**config.mk**
```make
export PLATFORM = sky130hd
export DESIGN_NAME = opfetch_ctrl
export DESIGN_NICKNAME = d
export VERILOG_FILES = /design/src/rtl/opfetch_pkg.sv /design/src/rtl/opfetch_timer.sv /design/src/rtl/opfetch_addr_regs.sv /design/src/rtl/opfetch_data_regs.sv /design/src/rtl/opfetch_ctrl.sv
export SDC_FILE = /design/constraint.sdc
export NUM_CORES = 1
export LEC_CHECK = 0
export BUFFER_PORTS_ARGS = -buffer_cell sky130_fd_sc_hd__buf_4
export CORE_MARGIN = 1.5
export CORE_UTILIZATION = 50
export CTS_BUF_LIST = sky130_fd_sc_hd__clkbuf_8 sky130_fd_sc_hd__clkbuf_16
export CTS_CLUSTER_SIZE = 12
export DETAILED_ROUTE_END_ITERATION = 6
export HOLD_SLACK_MARGIN = 0.1
export PLACE_DENSITY = 0.82
export REMOVE_ABC_BUFFERS = 1
export SYNTH_ARGS = -nofsm -noshare
export SYNTH_HDL_FRONTEND = slang
export SYNTH_SLANG_ARGS = --single-unit
```
**constraint.sdc**
```tcl
create_clock -name clk -period 5.25 [get_ports clk]
set_clock_uncertainty 0.2 [all_clocks]
set_input_delay 0.525 -clock clk [delete_from_list [all_inputs] [get_ports clk]]
set_output_delay 0.525 -clock clk [all_outputs]
set_load 0.1 [all_outputs]
```
**src/rtl/opfetch_pkg.sv**
```systemverilog
package opfetch_pkg;

  typedef enum logic [2:0] {
    T0 = 3'd0, T1 = 3'd1, T2 = 3'd2, T3 = 3'd3,
    T4 = 3'd4, T5 = 3'd5, T6 = 3'd6, T7 = 3'd7
  } tstate_e;

  typedef struct packed {
    logic ar_from_pc;
    logic ar_from_tr;
    logic rd_issue;
    logic ld_ir;
    logic ld_tr_hi;
    logic ld_tr_lo;
    logic ld_dr;
    logic pc_inc;
  } uop_t;

endpackage

```
**src/rtl/opfetch_timer.sv**
```systemverilog
module opfetch_timer
  import opfetch_pkg::*;
(
  input  logic    clk,
  input  logic    rst,
  input  logic    start,
  output tstate_e tstate,
  output logic    pend,
  output uop_t    uop,
  output logic    done
);

  tstate_e t_q;
  logic    pend_q;
  logic    done_q;
  logic    is_rd;
  logic    cap;

  function automatic logic read_state(input tstate_e s);
    return s[0];
  endfunction

  function automatic tstate_e step(input tstate_e s);
    return tstate_e'(s + 3'd1);
  endfunction

  assign is_rd = read_state(t_q);
  assign cap   = is_rd && pend_q;

  always_ff @(posedge clk) begin
    if (rst) begin
      t_q    <= T0;
      pend_q <= 1'b0;
      done_q <= 1'b0;
    end else begin
      done_q <= cap && (t_q == T7);
      if (t_q == T0) begin
        if (start) t_q <= T1;
      end else if (is_rd) begin
        if (!pend_q) begin
          pend_q <= 1'b1;
        end else begin
          pend_q <= 1'b0;
          t_q    <= step(t_q);
        end
      end else begin
        t_q <= step(t_q);
      end
    end
  end

  always_comb begin
    uop            = '0;
    uop.ar_from_pc = ((t_q == T0) && start) || (t_q == T2) || (t_q == T4);
    uop.ar_from_tr = (t_q == T6);
    uop.rd_issue   = is_rd && !pend_q;
    uop.ld_ir      = cap && (t_q == T1);
    uop.ld_tr_hi   = cap && (t_q == T3);
    uop.ld_tr_lo   = cap && (t_q == T5);
    uop.ld_dr      = cap && (t_q == T7);
    uop.pc_inc     = cap && (t_q != T7);
  end

  assign tstate = t_q;
  assign pend   = pend_q;
  assign done   = done_q;

endmodule

```
**src/rtl/opfetch_addr_regs.sv**
```systemverilog
module opfetch_addr_regs
  import opfetch_pkg::*;
#(
  parameter int          AW       = 16,
  parameter int          DW       = 8,
  parameter logic [AW-1:0] RESET_PC = '0
) (
  input  logic          clk,
  input  logic          rst,
  input  uop_t          uop,
  input  logic [DW-1:0] rdata,
  output logic [AW-1:0] pc,
  output logic [AW-1:0] ar,
  output logic [AW-1:0] tr
);

  localparam int HALF = AW / 2;

  logic [AW-1:0] pc_q, ar_q, tr_q;

  function automatic logic [AW-1:0] pc_step(input logic [AW-1:0] v);
    return v + {{(AW-1){1'b0}}, 1'b1};
  endfunction

  function automatic logic [AW-1:0] put_hi(input logic [AW-1:0] v,
                                           input logic [DW-1:0] b);
    return {b[HALF-1:0], v[HALF-1:0]};
  endfunction

  function automatic logic [AW-1:0] put_lo(input logic [AW-1:0] v,
                                           input logic [DW-1:0] b);
    return {v[AW-1:HALF], b[HALF-1:0]};
  endfunction

  always_ff @(posedge clk) begin
    if (rst) begin
      pc_q <= RESET_PC;
      ar_q <= '0;
      tr_q <= '0;
    end else begin
      if (uop.pc_inc) pc_q <= pc_step(pc_q);
      if (uop.ar_from_pc)      ar_q <= pc_q;
      else if (uop.ar_from_tr) ar_q <= tr_q;
      if (uop.ld_tr_hi)      tr_q <= put_hi(tr_q, rdata);
      else if (uop.ld_tr_lo) tr_q <= put_lo(tr_q, rdata);
    end
  end

  assign pc = pc_q;
  assign ar = ar_q;
  assign tr = tr_q;

endmodule

```
**src/rtl/opfetch_data_regs.sv**
```systemverilog
module opfetch_data_regs
  import opfetch_pkg::*;
#(
  parameter int DW = 8
) (
  input  logic          clk,
  input  logic          rst,
  input  uop_t          uop,
  input  logic [DW-1:0] rdata,
  output logic [DW-1:0] ir,
  output logic [DW-1:0] dr
);

  logic [DW-1:0] ir_q, dr_q;

  always_ff @(posedge clk) begin
    if (rst) begin
      ir_q <= '0;
      dr_q <= '0;
    end else begin
      if (uop.ld_ir) ir_q <= rdata;
      if (uop.ld_dr) dr_q <= rdata;
    end
  end

  assign ir = ir_q;
  assign dr = dr_q;

endmodule

```
**src/rtl/opfetch_ctrl.sv**
```systemverilog
module opfetch_ctrl
  import opfetch_pkg::*;
#(
  parameter int            AW       = 16,
  parameter int            DW       = 8,
  parameter logic [AW-1:0] RESET_PC = '0
) (
  input  logic          clk,
  input  logic          rst,
  input  logic          start,
  output logic          mem_rd,
  output logic [AW-1:0] mem_addr,
  input  logic [DW-1:0] mem_rdata,
  output logic          done,
  output logic [2:0]    obs_tstate,
  output logic [AW-1:0] obs_pc,
  output logic [AW-1:0] obs_ar,
  output logic [AW-1:0] obs_tr,
  output logic [DW-1:0] obs_ir,
  output logic [DW-1:0] obs_dr
);

  tstate_e       tstate;
  logic          pend;
  uop_t          uop;
  logic [AW-1:0] pc, ar, tr;

  // named internal events
  logic ev_rd_issue;
  logic ev_capture;
  logic ev_pc_inc;

  opfetch_timer u_timer (
    .clk    (clk),
    .rst    (rst),
    .start  (start),
    .tstate (tstate),
    .pend   (pend),
    .uop    (uop),
    .done   (done)
  );

  opfetch_addr_regs #(.AW(AW), .DW(DW), .RESET_PC(RESET_PC)) u_addr (
    .clk   (clk),
    .rst   (rst),
    .uop   (uop),
    .rdata (mem_rdata),
    .pc    (pc),
    .ar    (ar),
    .tr    (tr)
  );

  opfetch_data_regs #(.DW(DW)) u_data (
    .clk   (clk),
    .rst   (rst),
    .uop   (uop),
    .rdata (mem_rdata),
    .ir    (obs_ir),
    .dr    (obs_dr)
  );

  assign ev_rd_issue = uop.rd_issue;
  assign ev_capture  = uop.ld_ir | uop.ld_tr_hi | uop.ld_tr_lo | uop.ld_dr;
  assign ev_pc_inc   = uop.pc_inc;

  assign mem_rd     = ev_rd_issue;
  assign mem_addr   = ar;
  assign obs_tstate = tstate;
  assign obs_pc     = pc;
  assign obs_ar     = ar;
  assign obs_tr     = tr;

endmodule

```
==> results.sh <==
export IMPL_status="finished, final reports clean"
export IMPL_syn_to_final_growth_pct=26.7
export IMPL_routabilityCongestion=0.779
export IMPL_crit_end="u_addr.pc[14]"
export IMPL_first_iteration_detailed_routing_drc_count=134
export IMPL_worst_endpoint_data_arrival_time_ps=2810
export IMPL_grt_util_all_layers_pct=23.7
export IMPL_synth_flop_cell="sky130_fd_sc_hd__dfxtp_1"
export IMPL_cp_startpoint="u_timer.tstate[0]"
export IMPL_clockRootBuffer="sky130_fd_sc_hd__clkbuf_8"
export IMPL_wl_per_cell_um=15.5
export IMPL_startpoint_type_of_the_worst_setup_path="register"
export IMPL_grt_ovfl_total=0
export IMPL_design_die_area_um2=6440
export IMPL_worstPathMaxFanout=15
export IMPL_antenna_found_initial=0
export IMPL_fmaxAchievable_mhz=365
export IMPL_power_per_cell_area_nw_per_um2=387
export IMPL_ctsHoldBuffers=0
export IMPL_grt_met3_usage_pct=4.09
export IMPL_timing_final_setup_violations=0
export IMPL_clkLatencyLatePin_ps=340
export IMPL_synth_seq_area_share_pct=46.3
export IMPL_grt_pass1_vias=2467
export IMPL_design_final_nets=428
export IMPL_detail_route_drc_violations=0
export IMPL_worst_pin_slew_ps=1160
export IMPL_synthDominantCellAreaShare_pct=46.3
export IMPL_critical_path_reg2reg_startpoint="u_timer.tstate[0]"
export IMPL_synth_area_leaders="sky130_fd_sc_hd__dfxtp_1 (46%), sky130_fd_sc_hd__mux2i_1 (10%), sky130_fd_sc_hd__nor2_1 (6.4%)"
export IMPL_count_of_unique_library_cells_instantiated_by_yosys=34
export IMPL_drt_first_pass_iters=4
export IMPL_numClockSinks=69
export IMPL_grt_first_pass_wirelength_um=11500
export IMPL_grt_most_used_layer="met2"
export IMPL_total_power_mw=1.46
export IMPL_post_synthesis_instance_area_um2=2980
export IMPL_core_area_um2=5640
export IMPL_final_antenna_net_count=0
export IMPL_number_of_hold_violations_in_the_final_report=0
export IMPL_postCtsSetupBuffers=0
export IMPL_timing_critical_path_to_type="register"
export IMPL_synth_enable_flop_cells=0
export IMPL_maximum_number_of_pins_on_one_net_before_global_route_repair=71
export IMPL_die_x_um=80.3
export IMPL_clk_pin_slew_ps=70
export IMPL_route_detailed_vias_per_inst=5.54
export IMPL_classification_of_the_worst_setup_path="register to register"
export IMPL_yosysWarningCount=0
export IMPL_yosysMostFrequentCell="sky130_fd_sc_hd__dfxtp_1"
export IMPL_cells_after_synth=339
export IMPL_gr_usage_met1_pct=27.7
export IMPL_min_period_over_period_pct=52.2
export IMPL_syn_avg_cell_area_um2=8.80
export IMPL_number_of_gates_resized_after_cts=0
export IMPL_io_pin_count=96
export IMPL_yosys_area_top_type="sky130_fd_sc_hd__dfxtp_1"
export IMPL_finalHoldWorstSlack_ps=253
export IMPL_worst_slew_margin_rel_pct=22.7
export IMPL_placementRows=27
export IMPL_cts_root_to_sink_buffers=2
export IMPL_tritoncts_clock_tree="built"
export IMPL_worst_r2r_setup_slack_ps=2510
export IMPL_min_delay_path_class="input port to register"
export IMPL_tritoncts_num_buffers=9
export IMPL_rr_worst_depth=6
export IMPL_fillCellCount=475
export IMPL_irDropWorstVdd_uv=253
export IMPL_cap_violations=0
export IMPL_postRouteWirelength_um=7560
export IMPL_multi_input_gate_area_um2=1380
export IMPL_placement_io_buffers=95
export IMPL_initial_core_utilization_pct=52.9
export IMPL_n_antenna_cell=0
export IMPL_ys_seq_elements=69
export IMPL_asr_flop_ratio_synth_pct=0
export IMPL_p_leak_nw=1.56
export IMPL_min_period_ps=2740
export IMPL_use_met2_pct=41.3
export IMPL_total_via_count_after_detailed_routing=2699
export IMPL_post_synth_most_frequent_cells="sky130_fd_sc_hd__dfxtp_1 (69), sky130_fd_sc_hd__nor2_1 (51), sky130_fd_sc_hd__nand2_1 (43), sky130_fd_sc_hd__mux2i_1 (31), sky130_fd_sc_hd__a21oi_1 (25)"
export IMPL_crit_required_ps=5320
export IMPL_sequential_cell_area_um2=1380
export IMPL_hpwlAfterDp_um=5430
export IMPL_tns_ps=0
export IMPL_cts_htree_levels=3
export IMPL_fp_dieH_um=80.3
export IMPL_drive_above_1_share_pct=27.7
export IMPL_setup_repair_after_global_routing_missed_its_margin="no"
export IMPL_reg2reg_to="u_addr.pc[14]"
export IMPL_report_final_slew_viol_count=0
[power by group]
group          switching (mW)  internal [mW]
Combinational           0.382         0.0864
Clock                   0.201          0.216
Sequential             0.0283          0.548
[critical path: stages (launching register included)]
cell                       delay (ps)
sky130_fd_sc_hd__dfxtp_1          470
sky130_fd_sc_hd__ha_1             310
sky130_fd_sc_hd__ha_1             250
sky130_fd_sc_hd__nand3b_1         320
sky130_fd_sc_hd__or4_1            640
sky130_fd_sc_hd__or3_1            330
sky130_fd_sc_hd__a21oi_1          150
[registers in the layout, summed over array words and instances, names as in the netlist]
register	cells
u_timer.pend	1
u_data.ir	8
u_addr.ar	16
u_timer.tstate	3
u_timer.done	1
u_addr.pc	16
u_addr.tr	16
u_data.dr	8
[through the flow]
| step | cells | utilization, % | setup slack [ps] | area (um^2) |
|---|---|---|---|---|
| 2_1_floorplan | 304 | - | 1890 | 2780 |
| 3_3_place_gp | 471 | 63.6 | 2630 | 3590 |
| 3_5_place_dp | 471 | 63.6 | 2550 | 3590 |
| 4_1_cts | 487 | 67.0 | 2520 | 3780 |
| 5_1_grt | 487 | 67.0 | 2360 | 3780 |
| 6_report | 487 | 67.0 | 2510 | 3780 |
[final cells by class]
| cell class | instances | share of cell area, % |
|---|---|---|
| Timing Repair Buffer | 95 | 18.9 |
| Sequential cell | 69 | 36.5 |
| Clock buffer | 9 | 3.28 |
| Multi-Input combinational cell | 229 | 36.6 |
| Tap cell | 72 | 2.38 |
| Clock inverter | 7 | 1.75 |
| Inverter | 6 | 0.596 |
[cells in the final DEF (no fill, tap or decap), types with 3 or more instances in the layout]
master,netlist,final
sky130_fd_sc_hd__a211oi_1,17,17
sky130_fd_sc_hd__a21oi_1,25,25
sky130_fd_sc_hd__buf_4,17,95
sky130_fd_sc_hd__clkbuf_8,0,9
sky130_fd_sc_hd__clkinv_2,0,4
sky130_fd_sc_hd__dfxtp_1,69,69
sky130_fd_sc_hd__ha_1,7,7
sky130_fd_sc_hd__inv_1,6,6
sky130_fd_sc_hd__mux2i_1,31,31
sky130_fd_sc_hd__nand2_1,43,43
sky130_fd_sc_hd__nand2b_1,6,6
sky130_fd_sc_hd__nand3_1,6,6
sky130_fd_sc_hd__nand4_1,5,5
sky130_fd_sc_hd__nor2_1,51,51
sky130_fd_sc_hd__nor4_1,5,5
sky130_fd_sc_hd__o21ai_0,4,4
sky130_fd_sc_hd__or3_1,3,3
sky130_fd_sc_hd__or4_1,3,3
sky130_fd_sc_hd__xnor2_1,7,7
sky130_fd_sc_hd__xor2_1,3,3
[routing by layer]
layer  wire length, um  vias to the layer above
li1                  -                     1287
met1              3220                     1290
met2              3690                      106
met3               462                       16
met4               191                        0
met5                 0                        -
[kinds of logic after synthesis]
| logic type | Yosys count | synth area share, % |
|---|---|---|
| and+or+nand+nor | 131 | 19.7 |
| DFF | 69 | 46.3 |
| AOI/OAI and AO/OA | 50 | 10.3 |
| buffers and inverters | 41 | 7.46 |
| muxes | 31 | 10.4 |
| xor gates and xnor gates | 10 | 2.94 |
| adders and majority gates | 7 | 2.93 |
[worst min-delay path by stage]
stage	startpoint	end	cells past startpoint
after floorplan	u_timer.pend	u_timer.pend	2
after global routing	mem_rdata[6]	u_data.dr[6]	3
after detailed placement	u_data.dr[0]	u_data.dr[0]	2
final	mem_rdata[2]	u_addr.tr[10]	3
after CTS	mem_rdata[3]	u_data.dr[3]	3
after global placement	u_data.dr[6]	u_data.dr[6]	2
Note: power is estimated with default switching activity, not from simulation.
